## config.mk

```make
export PLATFORM = sky130hd
export DESIGN_NAME = xmem_pager
export DESIGN_NICKNAME = d
export VERILOG_FILES = /design/src/rtl/xmp_pkg.sv /design/src/rtl/xmp_cfg_regs.sv /design/src/rtl/xmp_addr_gen.sv /design/src/rtl/xmp_seq.sv /design/src/rtl/xmem_pager.sv
export SDC_FILE = /design/constraint.sdc
export NUM_CORES = 1
export LEC_CHECK = 0
export ABC_AREA = 1
export CORE_AREA = 8 8 86 88
export CTS_CLUSTER_DIAMETER = 150
export DETAILED_ROUTE_END_ITERATION = 6
export DIE_AREA = 0 0 94 96
export DONT_BUFFER_PORTS = 1
export PLACE_DENSITY = 0.78
export SLEW_MARGIN = 20
export SYNTH_ARGS = -nofsm -noshare
export SYNTH_HDL_FRONTEND = slang
export SYNTH_SLANG_ARGS = --single-unit
export TNS_END_PERCENT = 30
```

## constraint.sdc

```tcl
create_clock -name clk -period 1.6 [get_ports clk]
set_input_delay 0.32 -clock clk [delete_from_list [all_inputs] [get_ports clk]]
set_output_delay 0.32 -clock clk [all_outputs]
set_load 0.01 [all_outputs]
```

## src/rtl/xmp_pkg.sv

```systemverilog
package xmp_pkg;
  localparam int BYTE_W    = 8;
  localparam int ADDR_W    = 3 * BYTE_W;
  localparam int STRETCH_W = 3;
  localparam int SEL_W     = 3;
  localparam int NUM_REGS  = 6;

  localparam logic [SEL_W-1:0] SEL_PAGE    = 3'd0;
  localparam logic [SEL_W-1:0] SEL_PTR_LO  = 3'd1;
  localparam logic [SEL_W-1:0] SEL_PTR_HI  = 3'd2;
  localparam logic [SEL_W-1:0] SEL_EXT     = 3'd3;
  localparam logic [SEL_W-1:0] SEL_STRETCH = 3'd4;
  localparam logic [SEL_W-1:0] SEL_CTRL    = 3'd5;

  typedef enum logic [1:0] {
    XS_IDLE   = 2'd0,
    XS_STROBE = 2'd1,
    XS_DONE   = 2'd2
  } xs_state_t;

  typedef struct packed {
    logic [BYTE_W-1:0]    page;
    logic [BYTE_W-1:0]    ptr_hi;
    logic [BYTE_W-1:0]    ptr_lo;
    logic [BYTE_W-1:0]    ext;
    logic [STRETCH_W-1:0] stretch;
    logic                 page_ind;
  } xmp_cfg_t;
endpackage

```

## src/rtl/xmp_cfg_regs.sv

```systemverilog
module xmp_cfg_regs
  import xmp_pkg::*;
(
  input  logic                 clk,
  input  logic                 rst_n,
  input  logic                 we,
  input  logic [SEL_W-1:0]     sel,
  input  logic [BYTE_W-1:0]    wdata,
  output xmp_cfg_t             cfg
);
  logic [NUM_REGS-1:0] wr_en;

  // One decoded enable per register
  for (genvar i = 0; i < NUM_REGS; i++) begin : g_dec
    assign wr_en[i] = we && (sel == SEL_W'(i));
  end

  logic [BYTE_W-1:0]    page_q, page_d;
  logic [BYTE_W-1:0]    hi_q, hi_d;
  logic [BYTE_W-1:0]    lo_q, lo_d;
  logic [BYTE_W-1:0]    ext_q, ext_d;
  logic [STRETCH_W-1:0] st_q, st_d;
  logic                 ctl_q, ctl_d;

  always_comb begin
    page_d = page_q;
    hi_d   = hi_q;
    lo_d   = lo_q;
    ext_d  = ext_q;
    st_d   = st_q;
    ctl_d  = ctl_q;
    if (wr_en[SEL_PAGE])    page_d = wdata;
    if (wr_en[SEL_PTR_HI])  hi_d   = wdata;
    if (wr_en[SEL_PTR_LO])  lo_d   = wdata;
    if (wr_en[SEL_EXT])     ext_d  = wdata;
    if (wr_en[SEL_STRETCH]) st_d   = wdata[STRETCH_W-1:0];
    if (wr_en[SEL_CTRL])    ctl_d  = wdata[0];
  end

  always_ff @(posedge clk or negedge rst_n) begin
    if (!rst_n) begin
      page_q <= '0;
      hi_q   <= '0;
      lo_q   <= '0;
      ext_q  <= '0;
      st_q   <= '0;
      ctl_q  <= 1'b0;
    end else if (we) begin
      page_q <= page_d;
      hi_q   <= hi_d;
      lo_q   <= lo_d;
      ext_q  <= ext_d;
      st_q   <= st_d;
      ctl_q  <= ctl_d;
    end
  end

  assign cfg.page     = page_q;
  assign cfg.ptr_hi   = hi_q;
  assign cfg.ptr_lo   = lo_q;
  assign cfg.ext      = ext_q;
  assign cfg.stretch  = st_q;
  assign cfg.page_ind = ctl_q;

  AST_NO_WRITE_NO_CHANGE: assert property (@(posedge clk) disable iff (!rst_n)
    !$past(we) |-> ($stable(page_q) && $stable(st_q) && $stable(ctl_q))) else $error("cfg changed without write");
endmodule

```

## src/rtl/xmp_addr_gen.sv

```systemverilog
module xmp_addr_gen
  import xmp_pkg::*;
(
  input  xmp_cfg_t          cfg,
  input  logic              indirect,
  input  logic [BYTE_W-1:0] ireg,
  output logic [ADDR_W-1:0] addr
);
  logic [BYTE_W-1:0] top_byte, mid_byte, low_byte;

  always_comb begin
    if (indirect) begin
      top_byte = cfg.page_ind ? cfg.page : '0;
      mid_byte = cfg.ext;
      low_byte = ireg;
    end else begin
      top_byte = cfg.page;
      mid_byte = cfg.ptr_hi;
      low_byte = cfg.ptr_lo;
    end
  end

  assign addr = {top_byte, mid_byte, low_byte};
endmodule

```

## src/rtl/xmp_seq.sv

```systemverilog
module xmp_seq
  import xmp_pkg::*;
#(
  parameter int DATA_W = 8
) (
  input  logic                 clk,
  input  logic                 rst_n,
  input  logic                 req_valid,
  input  logic                 req_write,
  input  logic [ADDR_W-1:0]    addr_in,
  input  logic [DATA_W-1:0]    wdata_in,
  input  logic [STRETCH_W-1:0] stretch_in,
  input  logic [DATA_W-1:0]    mem_rdata,
  output logic [ADDR_W-1:0]    mem_addr,
  output logic [DATA_W-1:0]    mem_wdata,
  output logic                 mem_rd,
  output logic                 mem_wr,
  output logic                 mem_oe,
  output logic                 done,
  output logic [DATA_W-1:0]    rd_data
);
  localparam int MAX_RUN = 1 << STRETCH_W;

  xs_state_t            state_q, state_d;
  logic [STRETCH_W-1:0] cnt_q, cnt_d;
  logic                 wr_q, wr_d;
  logic [ADDR_W-1:0]    addr_q, addr_d;
  logic [DATA_W-1:0]    wdat_q, wdat_d;
  logic [DATA_W-1:0]    rdat_q, rdat_d;
  logic                 start_en, last_en, cap_en;

  assign start_en = (state_q == XS_IDLE) && req_valid;
  assign last_en  = (state_q == XS_STROBE) && (cnt_q == '0);
  assign cap_en   = last_en && !wr_q;

  always_comb begin
    state_d = state_q;
    cnt_d   = cnt_q;
    wr_d    = wr_q;
    addr_d  = addr_q;
    wdat_d  = wdat_q;
    rdat_d  = rdat_q;
    unique case (state_q)
      XS_IDLE: begin
        if (start_en) begin
          state_d = XS_STROBE;
          cnt_d   = stretch_in;
          wr_d    = req_write;
          addr_d  = addr_in;
          wdat_d  = wdata_in;
        end
      end
      XS_STROBE: begin
        if (last_en) begin
          state_d = XS_DONE;
        end else begin
          cnt_d = cnt_q - 1'b1;
        end
        if (cap_en) rdat_d = mem_rdata;
      end
      XS_DONE:  state_d = XS_IDLE;
      default:  state_d = XS_IDLE;
    endcase
  end

  always_ff @(posedge clk or negedge rst_n) begin
    if (!rst_n) begin
      state_q <= XS_IDLE;
      cnt_q   <= '0;
      wr_q    <= 1'b0;
    end else begin
      state_q <= state_d;
      cnt_q   <= cnt_d;
      wr_q    <= wr_d;
    end
  end

  always_ff @(posedge clk or negedge rst_n) begin
    if (!rst_n) begin
      addr_q <= '0;
      wdat_q <= '0;
    end else if (start_en) begin
      addr_q <= addr_d;
      wdat_q <= wdat_d;
    end
  end

  always_ff @(posedge clk or negedge rst_n) begin
    if (!rst_n)      rdat_q <= '0;
    else if (cap_en) rdat_q <= rdat_d;
  end

  assign mem_addr  = addr_q;
  assign mem_wdata = wdat_q;
  assign mem_rd    = (state_q == XS_STROBE) && !wr_q;
  assign mem_wr    = (state_q == XS_STROBE) &&  wr_q;
  assign mem_oe    = mem_wr;
  assign done      = (state_q == XS_DONE);
  assign rd_data   = rdat_q;

  // Checker-side run-length counter for strobe width
  logic       stb;
  logic [3:0] run_q;
  assign stb = mem_rd || mem_wr;
  always_ff @(posedge clk or negedge rst_n) begin
    if (!rst_n)   run_q <= '0;
    else if (stb) run_q <= run_q + 4'd1;
    else          run_q <= '0;
  end

  AST_STROBE_MAX: assert property (@(posedge clk) disable iff (!rst_n)
    stb |-> (int'(run_q) < MAX_RUN)) else $error("strobe too long");
  AST_RD_WR_EXCL: assert property (@(posedge clk) disable iff (!rst_n)
    !(mem_rd && mem_wr)) else $error("both strobes");
  AST_OE_MATCH_WR: assert property (@(posedge clk) disable iff (!rst_n)
    (mem_oe == mem_wr)) else $error("oe mismatch");
  AST_DONE_AFTER_STB: assert property (@(posedge clk) disable iff (!rst_n)
    $fell(stb) |-> done) else $error("no done after strobe");
  AST_DONE_SINGLE: assert property (@(posedge clk) disable iff (!rst_n)
    done |=> !done) else $error("done longer than one cycle");
  AST_HOLD_ADDR: assert property (@(posedge clk) disable iff (!rst_n)
    (stb && $past(stb)) |-> ($stable(mem_addr) && $stable(mem_wdata))) else $error("address moved");
  AST_NO_DIR_SWAP: assert property (@(posedge clk) disable iff (!rst_n)
    (stb && $past(stb)) |-> ($stable(mem_rd) && $stable(mem_wr))) else $error("direction changed");
endmodule

```

## src/rtl/xmem_pager.sv

```systemverilog
module xmem_pager
  import xmp_pkg::*;
#(
  parameter int DATA_W = 8
) (
  input  logic              clk,
  input  logic              rst_n,
  input  logic              cfg_we,
  input  logic [2:0]        cfg_sel,
  input  logic [7:0]        cfg_wdata,
  input  logic              req_valid,
  input  logic              req_write,
  input  logic              req_indirect,
  input  logic [7:0]        req_ireg,
  input  logic [DATA_W-1:0] req_wdata,
  output logic              done,
  output logic [DATA_W-1:0] rd_data,
  output logic [23:0]       mem_addr,
  output logic [DATA_W-1:0] mem_wdata,
  input  logic [DATA_W-1:0] mem_rdata,
  output logic              mem_rd,
  output logic              mem_wr,
  output logic              mem_oe
);
  xmp_cfg_t          cfg;
  logic [ADDR_W-1:0] req_addr;

  xmp_cfg_regs u_cfg (
    .clk   (clk),
    .rst_n (rst_n),
    .we    (cfg_we),
    .sel   (cfg_sel),
    .wdata (cfg_wdata),
    .cfg   (cfg)
  );

  xmp_addr_gen u_addr (
    .cfg      (cfg),
    .indirect (req_indirect),
    .ireg     (req_ireg),
    .addr     (req_addr)
  );

  xmp_seq #(.DATA_W(DATA_W)) u_seq (
    .clk        (clk),
    .rst_n      (rst_n),
    .req_valid  (req_valid),
    .req_write  (req_write),
    .addr_in    (req_addr),
    .wdata_in   (req_wdata),
    .stretch_in (cfg.stretch),
    .mem_rdata  (mem_rdata),
    .mem_addr   (mem_addr),
    .mem_wdata  (mem_wdata),
    .mem_rd     (mem_rd),
    .mem_wr     (mem_wr),
    .mem_oe     (mem_oe),
    .done       (done),
    .rd_data    (rd_data)
  );
endmodule

```

After elaboration in Yosys (flattened, before gate mapping)
Cells that the tools add are included.
{"block": "totals", "ff_bits": 82, "out_inout_bits": 44}
{"block": "classes", "add_sub_neg": 1, "n_eq_ne": 10, "mux": 10, "n_reduce_logical": 26}
{"op": "$mux W8", "count": 4}
{"op": "$reduce_and A2 Y1", "count": 9}
{"op": "$logic_and A1 B1 Y1", "count": 11}
{"op": "$eq A3 B2 Y1 const B", "count": 2}
{"op": "$eq A3 B3 Y1 const B", "count": 2}
{"op": "$logic_not A3 Y1", "count": 2}
{"op": "$mux W3", "count": 2}
{"op": "$pmux W3 S2", "count": 1}
{"op": "$mux W2", "count": 2}
{"op": "$ne A2 B1 Y1 const B", "count": 2}
{"op": "$pmux W2 S2", "count": 1}
{"op": "$eq A3 B1 Y1 const B", "count": 1}
{"op": "$reduce_and A3 Y1", "count": 1}
{"op": "$sub A3 B1 Y3 const B", "count": 1}
{"op": "$eq A2 B1 Y1 const B", "count": 1}
{"op": "$eq A2 B2 Y1 const B", "count": 1}
{"op": "$logic_not A2 Y1", "count": 1}
{"op": "$ne A2 B2 Y1 const B", "count": 1}
{"op": "$reduce_bool A2 Y1", "count": 1}
{"op": "$logic_not A1 Y1", "count": 1}

Logic depth before layout (Yosys ltp)
Gate-level depths: netlist of the first run.
{"block": "depth", "depth_word": 4, "depth_mapped": 7}

Modules after synthesis
From an unflattened synthesis of the first run, not the netlist that was laid out.
{"block": "unflattened", "hier_cells": 467, "area_unflattened_um2": 3831.2}
{"module": "xmp_seq", "instances": 1, "cells_per_inst": 219, "area_per_inst_um2": 1994.4}
{"module": "xmp_cfg_regs", "instances": 1, "cells_per_inst": 169, "area_per_inst_um2": 1490.2}
{"module": "xmp_addr_gen", "instances": 1, "cells_per_inst": 79, "area_per_inst_um2": 346.6}

Worst setup path before layout of the first run
OpenSTA, ideal clock, no wires.
{"block": "synth_path", "path_kind": "register to output", "from": "register u_seq.state_q[1]", "to": "output port mem_wr", "arrival_ns": 0.951, "t_required_ns": 1.280, "slack_ns": 0.329, "stages_incl_launch_ff": 5, "n_path_buf": 1, "path_cell_list": "dfrtp_1 inv_2 nand2_2 nor2_1 buf_4"}
{"block": "synth_between", "elab_chain_cells": 2}
{"element": "start, declared", "line": "xmp_seq.sv:24", "rtl": "xs_state_t state_q, state_d;"}
{"element": "start signal, assigned", "line": "xmp_seq.sv:72", "rtl": "state_q <= state_d;"}
{"element": "$eq A2 B1 Y1", "line": "xmp_seq.sv:96", "rtl": "assign mem_wr = (state_q == XS_STROBE) && wr_q;"}
{"element": "$logic_and A1 B1 Y1", "line": "xmp_seq.sv:96"}
{"element": "end, declared", "line": "xmem_pager.sv:22", "rtl": "output logic mem_wr,"}
No other way between the ends.

Final worst setup path of the first run
{"block": "layout_path", "from": "register u_seq.state_q[1]", "to": "output port mem_rd"}
{"block": "layout_between", "elab_chain_cells": 2}
{"element": "$eq A2 B1 Y1", "line": "xmp_seq.sv:95", "rtl": "assign mem_rd = (state_q == XS_STROBE) && !wr_q;"}
{"element": "$logic_and A1 B1 Y1", "line": "xmp_seq.sv:95"}
{"element": "end, declared", "line": "xmem_pager.sv:21", "rtl": "output logic mem_rd,"}
No other way between the ends.

==> impl_metrics.env, run 1 <==
export IMPL_status="finished, violations left"
export IMPL_violations="negative hold slack"
export IMPL_setup_violations=0
export IMPL_worstPathCellList="inv_2 > nand2_2 > nor2_8"
export IMPL_start_util=0.5776
export IMPL_antenna_found_initial=0
export IMPL_h_tree_depth=3
export IMPL_synthSimpleGateAreaFrac=0.2363
export IMPL_max_cap_viol_count=0
export IMPL_seq_area_um2=2052
export IMPL_routedWlPerCell_um=15.50
export IMPL_synth_common_cells="173 x nand2_1, 82 x dfrtp_1, 38 x o21ai_0"
export IMPL_core_area_um2=6096
export IMPL_syn_avg_cell_area_um2=8.780
export IMPL_grt_max_degree=83
export IMPL_slew_viol_final=0
export IMPL_p_switching_uw=2503
export IMPL_synthXorXnorAreaFrac=0
export IMPL_end_kind="output pin"
export IMPL_synth_compound_area_frac=0.1045
export IMPL_yosysSeqAreaShare=0.5828
export IMPL_synth_flop_cell="dfrtp_1"
export IMPL_timing_rr_end="u_seq.rd_data[0]"
export IMPL_synth_mux_area_frac=0
export IMPL_ios=85
export IMPL_nets=443
export IMPL_place_gp_congestion=0.7926
export IMPL_worst_path_buf_inv=1
export IMPL_r2r_setup_slack_ns=0.19
export IMPL_synth_top_area_cell="dfrtp_1"
export IMPL_finalCriticalPeriod_ns=1.513
export IMPL_syn_inst=401
export IMPL_dpl_hpwl_um=5447
export IMPL_vias=2539
export IMPL_netlist_area_um2=3521
export IMPL_ys_ff_latch=82
export IMPL_clockBufferDepth=2
export IMPL_worstReg2RegStart="u_seq.cnt_q[0]"
export IMPL_ant_nets=0
export IMPL_synth_top_area_share=0.5828
export IMPL_cts_setup_buffers=0
export IMPL_worst_pin_slew_ns=0.4273
export IMPL_first_pass_iters=4
export IMPL_cts_root_buffer="clkbuf_8"
export IMPL_cts_buffers=9
export IMPL_critPathSlowestCell="dfrtp_1"
export IMPL_yosysMostFrequentCell="nand2_1"
export IMPL_max_stage_delay_ns=0.40
export IMPL_ir_drop_mv=1.066
export IMPL_crit_start="u_seq.state_q[1]"
export IMPL_async_flop_share=1.000
export IMPL_place_area_um2=3531
export IMPL_clk_pin_slew_ns=0.08
export IMPL_die_h_um=96
export IMPL_hp_class="input port to async pin"
export IMPL_die_x_um=94
export IMPL_dr_first_iter_drc_count=169
export IMPL_area_growth_pct=6.254
export IMPL_synth_top_family_by_area="simple AND/OR/NAND/NOR gates"
export IMPL_multiInputGateArea_um2=1232
export IMPL_die_area_um2=9024
export IMPL_synthAdderAreaFrac=0.007107
export IMPL_sequentialPowerShare=0.530
export IMPL_reg2reg_depth=7
export IMPL_cts_num_sinks=82
export IMPL_hold_viol_final=82
export IMPL_cp_depth=3
export IMPL_grt_pass1_vias=2495
export IMPL_worstPathMaxFanout=10
export IMPL_startpoint_type="flop"
export IMPL_drc=0
export IMPL_critPathKind="flop to output pin"
export IMPL_final_cells=482
export IMPL_antennaDiodeCount=0
export IMPL_synth_edf_count=0
export IMPL_p_sw_frac=0.3794
export IMPL_fin_crit_sh=0.9458
export IMPL_leakagePower_uw=0.001941
export IMPL_combPwrFrac=0.245
export IMPL_dp_cells=466
export IMPL_fin_worst_skew_ns=0.006104
export IMPL_worstPathArrival_ns=1.19
export IMPL_routed_wirelength_um=7469
export IMPL_syn_nets=444
export IMPL_port_buffers=0
export IMPL_grt_pass1_wl_um=12340
export IMPL_worst_path_dominant_cell_family="flip-flops"
export IMPL_required_ns=1.28
export IMPL_design_area_um2=3741
export IMPL_cp_endpoint="mem_rd"
export IMPL_intPower_uw=4095
export IMPL_grt_ovfl_total=0
export IMPL_power_density_nw_per_um2=1764
export IMPL_cts_tree="built"
export IMPL_synth_warnings=0
export IMPL_grt_usage=0.1758
export IMPL_ys_types=20
export IMPL_drive_above_1_share=0.1160
export IMPL_netlist_top_cells_area="dfrtp_1 58%, nand2_1 18%, o21ai_0 5.4%"
export IMPL_timing_hold_ws_ns=-0.3296
export IMPL_clock_fmax_mhz=660.8
export IMPL_rows=29
export IMPL_power_frac_clock=0.225
export IMPL_vias_per_cell=5.268
export IMPL_insertion_delay_ns=0.34
export IMPL_fillCellCount=512
export IMPL_slew_headroom=0.7147
[registers in the layout, indices dropped and copies added, names as in the netlist]
signal	count
u_cfg.ctl_q	1
u_cfg.ext_q	8
u_cfg.hi_q	8
u_cfg.lo_q	8
u_cfg.page_q	8
u_cfg.st_q	3
u_seq.cnt_q	3
u_seq.mem_addr	24
u_seq.mem_wdata	8
u_seq.rd_data	8
u_seq.state_q	2
u_seq.wr_q	1
[final cells by class]
class	count	share of cell area
Sequential cell	82	0.5485
Clock inverter	6	0.01739
Clock buffer	10	0.03679
Tap cell	77	0.02575
Multi-Input combinational cell	267	0.3294
Timing Repair Buffer	2	0.004013
Inverter	38	0.03813
[worst register-to-register path: stages, from the launching register on]
cell and delay (ns):
dfrtp_1 0.38, inv_1 0.08, ha_1 0.21, nand2_2 0.09, clkinv_1 0.21, nand2_2 0.22
nand2_1 0.08, nand2_1 0.07
[power groups by stage]
stage / Clock [uW] / Combinational, uW / Sequential, uW
after floorplan: 0 / 1340 / 3380
after global placement: 0 / 1490 / 3530
after detailed placement: 0 / 1600 / 3560
after CTS: 1520 / 1620 / 3520
after global routing: 1630 / 1890 / 3590
final: 1490 / 1620 / 3490
[placed cells by master (no fill, tap or decap), drive strengths merged]
cell type and instances:
buf 2, bufinv 1, clkbuf 10, clkinv 4, clkinvlp 1, dfrtp 82, ha 2, inv 38
nand2 178, nand3 16, nor2 8, o21ai 63
[routing by layer]
| layer | vias to the layer above | routed length (um) | track usage |
|---|---|---|---|
| met5 | - | 0 | 0 |
| met4 | 0 | 131 | 0.07266 |
| met3 | 10 | 672 | 0.05304 |
| met2 | 86 | 3443 | 0.2765 |
| met1 | 1201 | 3220 | 0.2221 |
| li1 | 1242 | - | - |
[timing repair]
item                                   4_1_cts  5_1_grt
gates resized for setup                      1        1
setup endpoints to repair                    2        2
endpoints found under the hold margin       82       82
[stage by stage]
step	worst slack (ns)	hold WS [ns]	TNS (ns)	utilization	total power (uW)
5_1_grt	-0.0008928	-0.3619	-0.0008928	0.6137	7105
3_5_place_dp	0.2149	0.02662	0	0.5792	5161
6_report	0.08665	-0.3296	0	0.6137	6598
2_1_floorplan	0.3290	0.02441	0	-	4721
4_1_cts	0.04074	-0.3450	0	0.6129	6661
3_3_place_gp	0.3531	0.02681	0	0.5792	5021
[how the worst min path moves through the flow]
stage	to	slack, ns	startpoint	cells past startpoint
after floorplan	u_cfg.ctl_q	0.02	rst_n	0
after global placement	u_seq.rd_data[1]	0.03	rst_n	0
after detailed placement	u_seq.rd_data[1]	0.03	rst_n	0
after CTS	u_seq.mem_addr[16]	-0.34	rst_n	0
after global routing	u_seq.mem_addr[22]	-0.36	rst_n	0
final	u_seq.rd_data[1]	-0.33	rst_n	0
[kinds of logic (layout without fill, tap and decap cells)]
| family | after synthesis | in the layout |
|---|---|---|
| DFF | 82 | 82 |
| adders and majority gates | 2 | 2 |
| and+or+nand+nor | 202 | 202 |
| AOI/OAI and AO/OA | 63 | 63 |
| buffers and inverters | 52 | 56 |
No activity file was read; power rests on OpenSTA's default activity.
==> run 2: changes to the inputs <==
--- a/config.mk
+++ b/config.mk
@@ -11,7 +11,9 @@
 export DETAILED_ROUTE_END_ITERATION = 6
 export DIE_AREA = 0 0 94 96
 export DONT_BUFFER_PORTS = 1
+export HOLD_SLACK_MARGIN = 0.06
 export PLACE_DENSITY = 0.78
+export SETUP_SLACK_MARGIN = 0.5
 export SLEW_MARGIN = 20
 export SYNTH_ARGS = -nofsm -noshare
 export SYNTH_HDL_FRONTEND = slang
==> run 2 against run 1 <==
The flow still finishes with violations (negative hold slack). Via count grew 3.1%. Hold slack got worse by 0.016 ns. Register-to-register slack improved by 0.04 ns. Largest cell class unchanged.
==> impl_metrics.env, run 2 (synthesis gave the netlist of run 1 again) <==
export IMPL_cts_tree="built"
export IMPL_worst_pin_slew_ns=0.3496
export IMPL_core_area_um2=6096
export IMPL_dr_first_iter_drc_count=187
export IMPL_reg2reg_depth=8
export IMPL_vias=2617
export IMPL_cp_endpoint="mem_oe"
export IMPL_ios=85
export IMPL_antennaDiodeCount=0
export IMPL_nets=458
export IMPL_rows=29
export IMPL_fin_crit_sh=0.8933
export IMPL_worstPathMaxFanout=3
export IMPL_grt_pass1_wl_um=13210
export IMPL_r2r_setup_slack_ns=0.23
export IMPL_routedWlPerCell_um=16.87
export IMPL_power_density_nw_per_um2=1880
export IMPL_grt_ovfl_total=0
export IMPL_clockBufferDepth=2
export IMPL_vias_per_cell=5.266
export IMPL_slew_viol_final=0
export IMPL_grt_pass1_vias=2676
export IMPL_p_switching_uw=2826
export IMPL_die_h_um=96
export IMPL_slew_headroom=0.7661
export IMPL_max_stage_delay_ns=0.40
export IMPL_h_tree_depth=3
export IMPL_fin_worst_skew_ns=0.006492
export IMPL_violations="negative hold slack"
export IMPL_place_gp_congestion=0.7947
export IMPL_max_cap_viol_count=0
export IMPL_clock_fmax_mhz=699.6
export IMPL_timing_hold_ws_ns=-0.3458
export IMPL_sequentialPowerShare=0.463
export IMPL_drive_above_1_share=0.1619
export IMPL_final_cell_mix="171 x nand2_1, 80 x dfrtp_1, 35 x o21ai_0"
export IMPL_cts_root_buffer="clkbuf_8"
export IMPL_finalCriticalPeriod_ns=1.429
export IMPL_dpl_worst_slack_ns=0.3431
export IMPL_start_util=0.5776
export IMPL_final_setup_worst_slack_ns=0.1707
export IMPL_place_area_um2=3540
export IMPL_drc=0
export IMPL_worstPathArrival_ns=1.11
export IMPL_area_growth_pct=14.82
export IMPL_worst_path_buf_inv=1
export IMPL_critPathSlowestCell="dfrtp_1"
export IMPL_hp_class="input port to async pin"
export IMPL_first_pass_iters=5
export IMPL_design_area_um2=4043
export IMPL_timing_rr_end="u_seq.mem_addr[4]"
export IMPL_status="finished, violations left"
export IMPL_required_ns=1.28
export IMPL_p_sw_frac=0.3718
export IMPL_end_kind="output pin"
export IMPL_intPower_uw=4775
export IMPL_worstPathCellList="inv_2 > nand2_8 > nor2_4"
export IMPL_routed_wirelength_um=8385
export IMPL_setup_violations=0
export IMPL_die_x_um=94
export IMPL_rsz0062_at_grt="yes"
export IMPL_combPwrFrac=0.302
export IMPL_grt_usage=0.1882
export IMPL_clk_pin_slew_ns=0.08
export IMPL_ant_nets=0
export IMPL_startpoint_type="flop"
export IMPL_cts_num_sinks=82
export IMPL_hold_viol_final=82
export IMPL_final_common_cell="nand2_1"
export IMPL_critPathKind="flop to output pin"
export IMPL_ir_drop_mv=1.267
export IMPL_setup_tns_ns=0
export IMPL_largest_reg_flops=24
export IMPL_port_buffers=0
export IMPL_finalCoreUtilization=0.6632
export IMPL_leakagePower_uw=0.002077
export IMPL_crit_start="u_seq.state_q[1]"
export IMPL_cp_depth=3
export IMPL_dpl_hpwl_um=5250
export IMPL_grt_max_degree=83
export IMPL_power_frac_clock=0.235
export IMPL_insertion_delay_ns=0.35
export IMPL_worstReg2RegStart="u_seq.state_q[1]"
export IMPL_cts_buffers=9
export IMPL_antenna_found_initial=0
export IMPL_die_area_um2=9024
export IMPL_p_total_uw=7601
export IMPL_worst_path_dominant_cell_family="flip-flops"
==> run 2: cell count changes in the layout (fill, tap and decap cells not counted), moves of 2 or more <==
cell,change
buf_12,+3
buf_4,+5
bufinv_16,+2
clkbuf_16,+2
dfrtp_1,-2
dfrtp_2,+2
inv_6,+2
nand2_1,-2
o21ai_0,-3
o21ai_1,+3
==> run 2: layer usage <==
layer	wire length (um)	vias up	GRT usage
met4	197	0	0.08983
met5	0	-	0
met3	785	16	0.05616
met2	3961	106	0.2987
met1	3441	1215	0.2314
li1	-	1280	-
==> run 2: worst min path at each step <==
stage | endpoint | slack (ns)
floorplan | u_cfg.ctl_q | 0.02
global placement | u_seq.rd_data[4] | 0.03
detailed placement | u_seq.rd_data[4] | 0.03
CTS | u_seq.rd_data[4] | -0.35
global route | u_seq.mem_addr[19] | -0.36
finish | u_seq.rd_data[4] | -0.35
==> run 2: power groups by stage <==
stage,Sequential [uW],Clock [uW],Combinational (uW)
2_1_floorplan,3380,0,1370
3_3_place_gp,3530,0,1530
3_5_place_dp,3550,0,1610
4_1_cts,3530,1800,1990
5_1_grt,3620,1900,2580
6_report,3520,1790,2290
==> run 2: repair_timing <==
item	in CTS	in global routing
setup buffers	4	5
setup endpoints to repair	75	89
endpoints found under the hold margin	82	82
pin swaps	2	1
gates resized for setup	16	5
gates cloned	2	4
==> run 2: layout make-up <==
type / count / area (um^2)
Sequential cell: 82 / 2054
Fill cell: 471 / 2053
Multi-Input combinational cell: 268 / 1272
Timing Repair Buffer: 14 / 205.2
Inverter: 38 / 156.4
Clock buffer: 9 / 123.9
Clock inverter: 7 / 116.4
Tap cell: 77 / 96.34
Timing Repair inverter: 2 / 17.52
==> run 2: per-stage QoR <==
step	instances	hold slack, ns
finish	497	-0.3458
global route	497	-0.3642
CTS	488	-0.3531
detailed placement	466	0.02666
global placement	466	0.02657
floorplan	401	0.02441
==> run 3: changes to the inputs <==
--- a/config.mk
+++ b/config.mk
@@ -14,6 +14,7 @@
 export HOLD_SLACK_MARGIN = 0.06
 export PLACE_DENSITY = 0.78
 export SETUP_SLACK_MARGIN = 0.5
+export SKIP_LAST_GASP = 1
 export SLEW_MARGIN = 20
 export SYNTH_ARGS = -nofsm -noshare
 export SYNTH_HDL_FRONTEND = slang
==> results of run 3 <==
The final DEF is identical to that of run 2; final timing and power are the same.
